$ cat config.mk
export PLATFORM = sky130hd
export DESIGN_NAME = prio_mask_unit
export DESIGN_NICKNAME = d
export VERILOG_FILES = /design/src/rtl/prio_mask_pkg.sv /design/src/rtl/prio_mask_ctrl.sv /design/src/rtl/prio_mask_dp.sv /design/src/rtl/prio_mask_unit.sv
export SDC_FILE = /design/constraint.sdc
export NUM_CORES = 1
export LEC_CHECK = 0
export BUFFER_PORTS_ARGS = -buffer_cell sky130_fd_sc_hd__clkbuf_2
export CAP_MARGIN = 20
export CORE_MARGIN = 4
export CORE_UTILIZATION = 40
export DETAILED_ROUTE_END_ITERATION = 8
export GPL_TIMING_DRIVEN = 0
export PLACE_DENSITY = 0.82
export SETUP_SLACK_MARGIN = 0.3
export SYNTH_ARGS = -nofsm -noshare
export SYNTH_HDL_FRONTEND = slang
export SYNTH_SLANG_ARGS = --single-unit
$ cat constraint.sdc
create_clock -name clk -period 2.1 [get_ports clk]
set_input_delay 0.315 -clock clk [delete_from_list [all_inputs] [get_ports clk]]
set_output_delay 0.315 -clock clk [all_outputs]
set_load 0.02 [all_outputs]
$ cat src/rtl/prio_mask_pkg.sv
package prio_mask_pkg;

  typedef enum logic [1:0] {
    CLS_IRQ  = 2'd0,
    CLS_HARD = 2'd1,
    CLS_NMI  = 2'd2,
    CLS_RSVD = 2'd3
  } excClass_e;

  typedef enum logic [1:0] {
    SEL_GLOBAL = 2'd0,
    SEL_FAULT  = 2'd1,
    SEL_THR    = 2'd2,
    SEL_NONE   = 2'd3
  } regSel_e;

  // Resolved write commands from control to datapath
  typedef struct packed {
    logic gmWe;
    logic gmD;
    logic fmWe;
    logic fmD;
    logic thrWe;
  } maskWr_t;

endpackage

$ cat src/rtl/prio_mask_ctrl.sv
module prio_mask_ctrl
  import prio_mask_pkg::*;
(
  input  logic       gmSet,
  input  logic       gmClr,
  input  logic       fmSet,
  input  logic       fmClr,
  input  logic       mvWrEn,
  input  logic [1:0] mvSel,
  input  logic       mvBit,
  input  logic       excReturn,
  output maskWr_t    wrCmd
);

  logic mvGm;
  logic mvFm;

  always_comb begin
    mvGm = mvWrEn && (regSel_e'(mvSel) == SEL_GLOBAL);
    mvFm = mvWrEn && (regSel_e'(mvSel) == SEL_FAULT);

    wrCmd = '0;

    // global mask: clear > set > move
    wrCmd.gmWe = gmClr | gmSet | mvGm;
    if (gmClr)      wrCmd.gmD = 1'b0;
    else if (gmSet) wrCmd.gmD = 1'b1;
    else            wrCmd.gmD = mvBit;

    // fault mask: exception return > clear > set > move
    wrCmd.fmWe = excReturn | fmClr | fmSet | mvFm;
    if (excReturn || fmClr) wrCmd.fmD = 1'b0;
    else if (fmSet)         wrCmd.fmD = 1'b1;
    else                    wrCmd.fmD = mvBit;

    wrCmd.thrWe = mvWrEn && (regSel_e'(mvSel) == SEL_THR);
  end

endmodule

$ cat src/rtl/prio_mask_dp.sv
module prio_mask_dp
  import prio_mask_pkg::*;
#(
  parameter int PRIO_W    = 8,
  parameter int IMPL_BITS = 4
) (
  input  logic              clk,
  input  logic              rstN,
  input  maskWr_t           wrCmd,
  input  logic [PRIO_W-1:0] wrData,
  input  logic [1:0]        rdSel,
  output logic [PRIO_W-1:0] rdData,
  input  logic [PRIO_W-1:0] candPrio,
  input  logic [1:0]        candClass,
  output logic              takeOk,
  output logic              gmQ,
  output logic              fmQ,
  output logic [PRIO_W-1:0] thrQ
);

  localparam int LOW_BITS = PRIO_W - IMPL_BITS;
  localparam logic [PRIO_W-1:0] IMPL_MASK = {{IMPL_BITS{1'b1}}, {LOW_BITS{1'b0}}};

  logic [PRIO_W-1:0] prioEff;
  logic              thrHit;

  always_ff @(posedge clk or negedge rstN) begin
    if (!rstN) begin
      gmQ  <= 1'b0;
      fmQ  <= 1'b0;
      thrQ <= '0;
    end else begin
      if (wrCmd.gmWe)  gmQ  <= wrCmd.gmD;
      if (wrCmd.fmWe)  fmQ  <= wrCmd.fmD;
      if (wrCmd.thrWe) thrQ <= wrData & IMPL_MASK;
    end
  end

  always_comb begin
    unique case (regSel_e'(rdSel))
      SEL_GLOBAL: rdData = {{(PRIO_W-1){1'b0}}, gmQ};
      SEL_FAULT:  rdData = {{(PRIO_W-1){1'b0}}, fmQ};
      SEL_THR:    rdData = thrQ;
      default:    rdData = '0;
    endcase
  end

  always_comb begin
    prioEff = candPrio & IMPL_MASK;
    thrHit  = (thrQ != '0) && (prioEff >= thrQ);
    unique case (excClass_e'(candClass))
      CLS_NMI:  takeOk = 1'b1;
      CLS_HARD: takeOk = !fmQ;
      default:  takeOk = !(gmQ || fmQ || thrHit);
    endcase
  end

endmodule

$ cat src/rtl/prio_mask_unit.sv
module prio_mask_unit
  import prio_mask_pkg::*;
#(
  parameter int PRIO_W    = 8,
  parameter int IMPL_BITS = 4
) (
  input  logic              clk,
  input  logic              rstN,
  input  logic              gmSet,
  input  logic              gmClr,
  input  logic              fmSet,
  input  logic              fmClr,
  input  logic              mvWrEn,
  input  logic [1:0]        mvSel,
  input  logic [PRIO_W-1:0] mvWrData,
  output logic [PRIO_W-1:0] mvRdData,
  input  logic              excReturn,
  input  logic [PRIO_W-1:0] candPrio,
  input  logic [1:0]        candClass,
  output logic              takeOk,
  output logic [PRIO_W-1:0] thrOut
);

  maskWr_t           wrCmd;
  logic              gmQ;
  logic              fmQ;
  logic [PRIO_W-1:0] thrQ;

  prio_mask_ctrl u_ctrl (
    .gmSet     (gmSet),
    .gmClr     (gmClr),
    .fmSet     (fmSet),
    .fmClr     (fmClr),
    .mvWrEn    (mvWrEn),
    .mvSel     (mvSel),
    .mvBit     (mvWrData[0]),
    .excReturn (excReturn),
    .wrCmd     (wrCmd)
  );

  prio_mask_dp #(.PRIO_W(PRIO_W), .IMPL_BITS(IMPL_BITS)) u_dp (
    .clk       (clk),
    .rstN      (rstN),
    .wrCmd     (wrCmd),
    .wrData    (mvWrData),
    .rdSel     (mvSel),
    .rdData    (mvRdData),
    .candPrio  (candPrio),
    .candClass (candClass),
    .takeOk    (takeOk),
    .gmQ       (gmQ),
    .fmQ       (fmQ),
    .thrQ      (thrQ)
  );

  assign thrOut = thrQ;

endmodule

==> Implementation_results.wiki <==
{| class="wikitable"
! Metric !! Value
|-
| Critical-path maximum fanout || 2
|-
| Area fraction of the dominant cell type after synthesis || 27.2%
|-
| Clock latency at the later pin of the worst-skew pair || 240 ps
|-
| Initial Utilization || 42.4%
|-
| Area of combinational cells with multiple inputs || 387 um2
|-
| RSZ-0062 raised after global routing || yes
|-
| Placeable Area || 1300 um2
|-
| Largest net degree at the start of global routing || 7
|-
| Clk buf depth || 2
|-
| Number of max-capacitance violations reported || 0
|-
| Number of distinct library cell variants in the gate-level netlist after synthesis || 22
|-
| Placed wire-length estimate || 1.03 mm
|-
| Mapped Cells || 56
|-
| Area growth from synthesis to layout || 55.3%
|-
| Total via count in the routed design || 533
|-
| Startpoint type of the worst setup path || flip-flop
|-
| Crit path max-delay cell type || sky130_fd_sc_hd__dfrtp_1
|-
| Setup slack after placement || 347 ps
|-
| Vias/cell || 4.59
|-
| Post-route antenna net violation count || 0
|-
| Hold wc startpoint || gmClr
|-
| Net switching power || 174 uW
|-
| Worst path most repeated cell || sky130_fd_sc_hd__o211ai_1
|-
| Number of warnings reported in the yosys synthesis log || 0
|-
| Total power divided by cell area || 579 nW/um2
|-
| Achievable Freq || 570 MHz
|-
| Number of antenna cells inserted || 0
|-
| Horiz. Die Dim || 45.1 um
|-
| Hold Path Sink || u_dp.gmQ
|-
| Sum of buffers and inverters on the critical path || 1
|-
| Wire length of the first global-routing pass || 1.92 mm
|-
| Initial antenna violation count || 0
|-
| Synth Area per Inst || 9.85 um2
|-
| Register cell area after layout || 150 um2
|-
| Top cell type by total area after synthesis || sky130_fd_sc_hd__dfrtp_1
|-
| H-tree depth || 1
|-
| Number of pins with negative max-slew slack in the final report || 0
|-
| Data arrival time of the critical path || 1440 ps
|-
| Via count of the first global-routing pass || 498
|-
| VDD IR max || 0.000424 V
|-
| Sequential-to-total area share from yosys stat || 27.2%
|-
| Longest individual stage delay on the worst path || 400 ps
|-
| Flop2flop setup slack || 1050 ps
|-
| Buffers added on ports || 30
|-
| Data required time at the worst endpoint || 1780 ps
|-
| Worst reg2reg endpoint || u_dp.thrQ[4]
|-
| Critical Path Sink Type || primary output
|-
| Depth of the most critical reg-to-reg path || 3
|-
| Avg WL per Cell || 10.8 um
|-
| Final hold violation count || 0
|-
| Final Critical Period || 1750 ps
|-
| Number of cells on the worst hold path || 2
|-
| Sequential cell fraction of total power || 29.4%
|-
| Layout cell share with drive strength beyond 1 || 60.4%
|-
| Total global-route track usage || 12.7%
|-
| Clk pin slew, worst setup/hold paths || 40 ps
|-
| Leakage || 0.000483 uW
|-
| Die ar. || 2040 um2
|-
| Cell types occupying the most area after synthesis || sky130_fd_sc_hd__dfrtp_1 (27%), sky130_fd_sc_hd__ha_1 (14%), sky130_fd_sc_hd__mux2_4 (11%), sky130_fd_sc_hd__buf_4 (9.5%), sky130_fd_sc_hd__inv_1 (4.8%)
|-
| Final cycle utilization of the critical path || 83.5%
|-
| Total detailed-routing wirelength || 1.25 mm
|-
| Mapped cell area || 552 um2
|-
| Final worst-path setup slack || 347 ps
|-
| Setup clock skew after layout || 0 ps
|-
| Worst setup path category || reg -> out
|-
| Share of power burned in combinational logic || 50.0%
|-
| Initial detailed-routing violation count || 1
|-
| TritonCTS clock tree || done
|-
| Clock root buffer || sky130_fd_sc_hd__clkbuf_4
|-
| RD Place Congestion || 0.690
|-
| Final layout net count || 137
|-
| Fillers || 113
|-
| Worst Hold Class || in -> reg
|-
| Drt pass-1 iters || 4
|-
| Outcome || finished, final reports clean
|-
| Top Family by Delay on Critical Path || flip-flops
|-
| Switching Share || 35.1%
|-
| CTS Sinks || 6
|-
| FF+latch count, synth || 6
|-
| Reg-to-Reg Start || u_dp.thrQ[4]
|-
| DR DRC count || 0
|-
| Crit-path cells || ha_4 > nor3b_2 > o211ai_1 > o211ai_1 > buf_4
|-
| Power share of the clock group || 20.5%
|-
| Clock buffer count from CTS || 3
|-
| I/O pin cnt || 45
|-
| Overflow after GRT || 0
|-
| Worst-case hold slack || 229 ps
|-
| Die Ht || 45.1 um
|-
| Internal power of the cells || 322 uW
|-
| Sum of negative setup slack || 0 ps
|-
| Count of endpoints failing setup in the final report || 0
|-
| Total number of placement rows || 13
|}
[power by group through the flow]
| stage | sequential (uW) | clock [uW] | combinational (uW) |
|---|---|---|---|
| 6_report | 146 | 102 | 248 |
| 3_3_place_gp | 156 | 0 | 184 |
| 4_1_cts | 143 | 107 | 230 |
| 3_5_place_dp | 157 | 0 | 189 |
| 2_1_floorplan | 170 | 0 | 110 |
| 5_1_grt | 147 | 108 | 275 |
[metal layers]
metal | vias up | global-route usage (%) | part of all wire, %
met1 | 243 | 14.7 | 37
li1 | 269 | - | -
met2 | 21 | 22.3 | 55
met4 | 0 | 7.02 | 0
met3 | 0 | 1.59 | 7.9
met5 | - | 0 | 0
[synthesized netlist by cell type]
cell,count
sky130_fd_sc_hd__a2111oi_2,1
sky130_fd_sc_hd__a211oi_1,1
sky130_fd_sc_hd__a21oi_1,2
sky130_fd_sc_hd__and2_1,2
sky130_fd_sc_hd__and2_2,2
sky130_fd_sc_hd__buf_4,7
sky130_fd_sc_hd__conb_1,1
sky130_fd_sc_hd__dfrtp_1,6
sky130_fd_sc_hd__ha_1,6
sky130_fd_sc_hd__inv_1,7
sky130_fd_sc_hd__mux2_4,4
sky130_fd_sc_hd__mux2i_1,1
sky130_fd_sc_hd__nand2_1,1
sky130_fd_sc_hd__nand2_4,1
sky130_fd_sc_hd__nand3b_1,1
sky130_fd_sc_hd__nor2_1,3
sky130_fd_sc_hd__nor2b_4,1
sky130_fd_sc_hd__nor3_1,2
sky130_fd_sc_hd__nor3b_1,2
sky130_fd_sc_hd__nor3b_2,1
sky130_fd_sc_hd__nor4_1,1
sky130_fd_sc_hd__o211ai_1,3
[state kept, by name, summed over array words and instances, names as in the netlist]
register   cells
u_dp.thrQ      4
u_dp.fmQ       1
u_dp.gmQ       1
[worst reg2reg max path, delay by kind of cell, from the launching register on]
family | cells | cell delay (ps)
flops | 1 | 400
buf+inv | 2 | 280
mux | 1 | 250
[worst max path at each step]
stage                 startpoint  endpoint  depth (start not counted)
global route        u_dp.thrQ[5]    takeOk                          6
global placement    candClass[0]    takeOk                          7
detailed placement  candClass[0]    takeOk                          7
finish              u_dp.thrQ[4]    takeOk                          5
CTS                 u_dp.thrQ[5]    takeOk                          6
floorplan           u_dp.thrQ[5]    takeOk                          5
[cell families after synthesis]
group / after synthesis / synth area share, %
adder cells (fa/ha/maj): 6 / 13.6
AND/OR/NAND/NOR: 17 / 21.5
other: 1 / 0.680
AO/OA/AOI/OAI: 7 / 9.98
flip-flops: 6 / 27.2
buffers and inverters: 14 / 14.3
multiplexers: 5 / 12.7
[cells in the final DEF, fill, tap and decap left out]
| cell | synthesis | final |
|---|---|---|
| sky130_fd_sc_hd__a2111oi_2 | 1 | 1 |
| sky130_fd_sc_hd__a211oi_1 | 1 | 1 |
| sky130_fd_sc_hd__a21oi_1 | 2 | 2 |
| sky130_fd_sc_hd__and2_1 | 2 | 2 |
| sky130_fd_sc_hd__and2_2 | 2 | 2 |
| sky130_fd_sc_hd__buf_4 | 7 | 13 |
| sky130_fd_sc_hd__clkbuf_2 | 0 | 29 |
| sky130_fd_sc_hd__clkbuf_4 | 0 | 3 |
| sky130_fd_sc_hd__conb_1 | 1 | 7 |
| sky130_fd_sc_hd__dfrtp_1 | 6 | 6 |
| sky130_fd_sc_hd__dlygate4sd3_1 | 0 | 1 |
| sky130_fd_sc_hd__ha_1 | 6 | 4 |
| sky130_fd_sc_hd__ha_4 | 0 | 2 |
| sky130_fd_sc_hd__inv_1 | 7 | 6 |
| sky130_fd_sc_hd__inv_2 | 0 | 1 |
| sky130_fd_sc_hd__mux2_4 | 4 | 4 |
| sky130_fd_sc_hd__mux2i_1 | 1 | 1 |
| sky130_fd_sc_hd__nand2_1 | 1 | 1 |
| sky130_fd_sc_hd__nand2_4 | 1 | 1 |
| sky130_fd_sc_hd__nand3b_1 | 1 | 1 |
| sky130_fd_sc_hd__nor2_1 | 3 | 3 |
| sky130_fd_sc_hd__nor2b_4 | 1 | 1 |
| sky130_fd_sc_hd__nor3_1 | 2 | 2 |
| sky130_fd_sc_hd__nor3b_2 | 1 | 3 |
| sky130_fd_sc_hd__nor4_2 | 0 | 1 |
| sky130_fd_sc_hd__o211ai_1 | 3 | 3 |
[stage by stage]
step | instance area (um2) | cells | power [uW] | util (%)
2_1_floorplan | 574 | 62 | 279 | -
3_3_place_gp | 743 | 107 | 339 | 57.1
3_5_place_dp | 743 | 107 | 346 | 57.1
4_1_cts | 813 | 115 | 480 | 62.5
5_1_grt | 857 | 116 | 531 | 65.9
6_report | 857 | 116 | 496 | 65.9
[layout make-up]
cell class	instances	area share, %
Multi-Input combinational cell	42	45.1
Timing Repair Buffer	36	23.4
Sequential cell	6	17.5
Buffer	7	6.13
Inverter	7	3.07
Clock buffer	3	2.63
Tap cell	15	2.19
[what timing repair did]
action,in CTS,in global routing
setup buffers,4,1
hold endpoints to repair,6,0
endpoints found under the setup margin,1,1
hold buffers,1,0
gates resized for setup,2,6
pin swaps,4,3
Power figures use the tool's default switching activity.
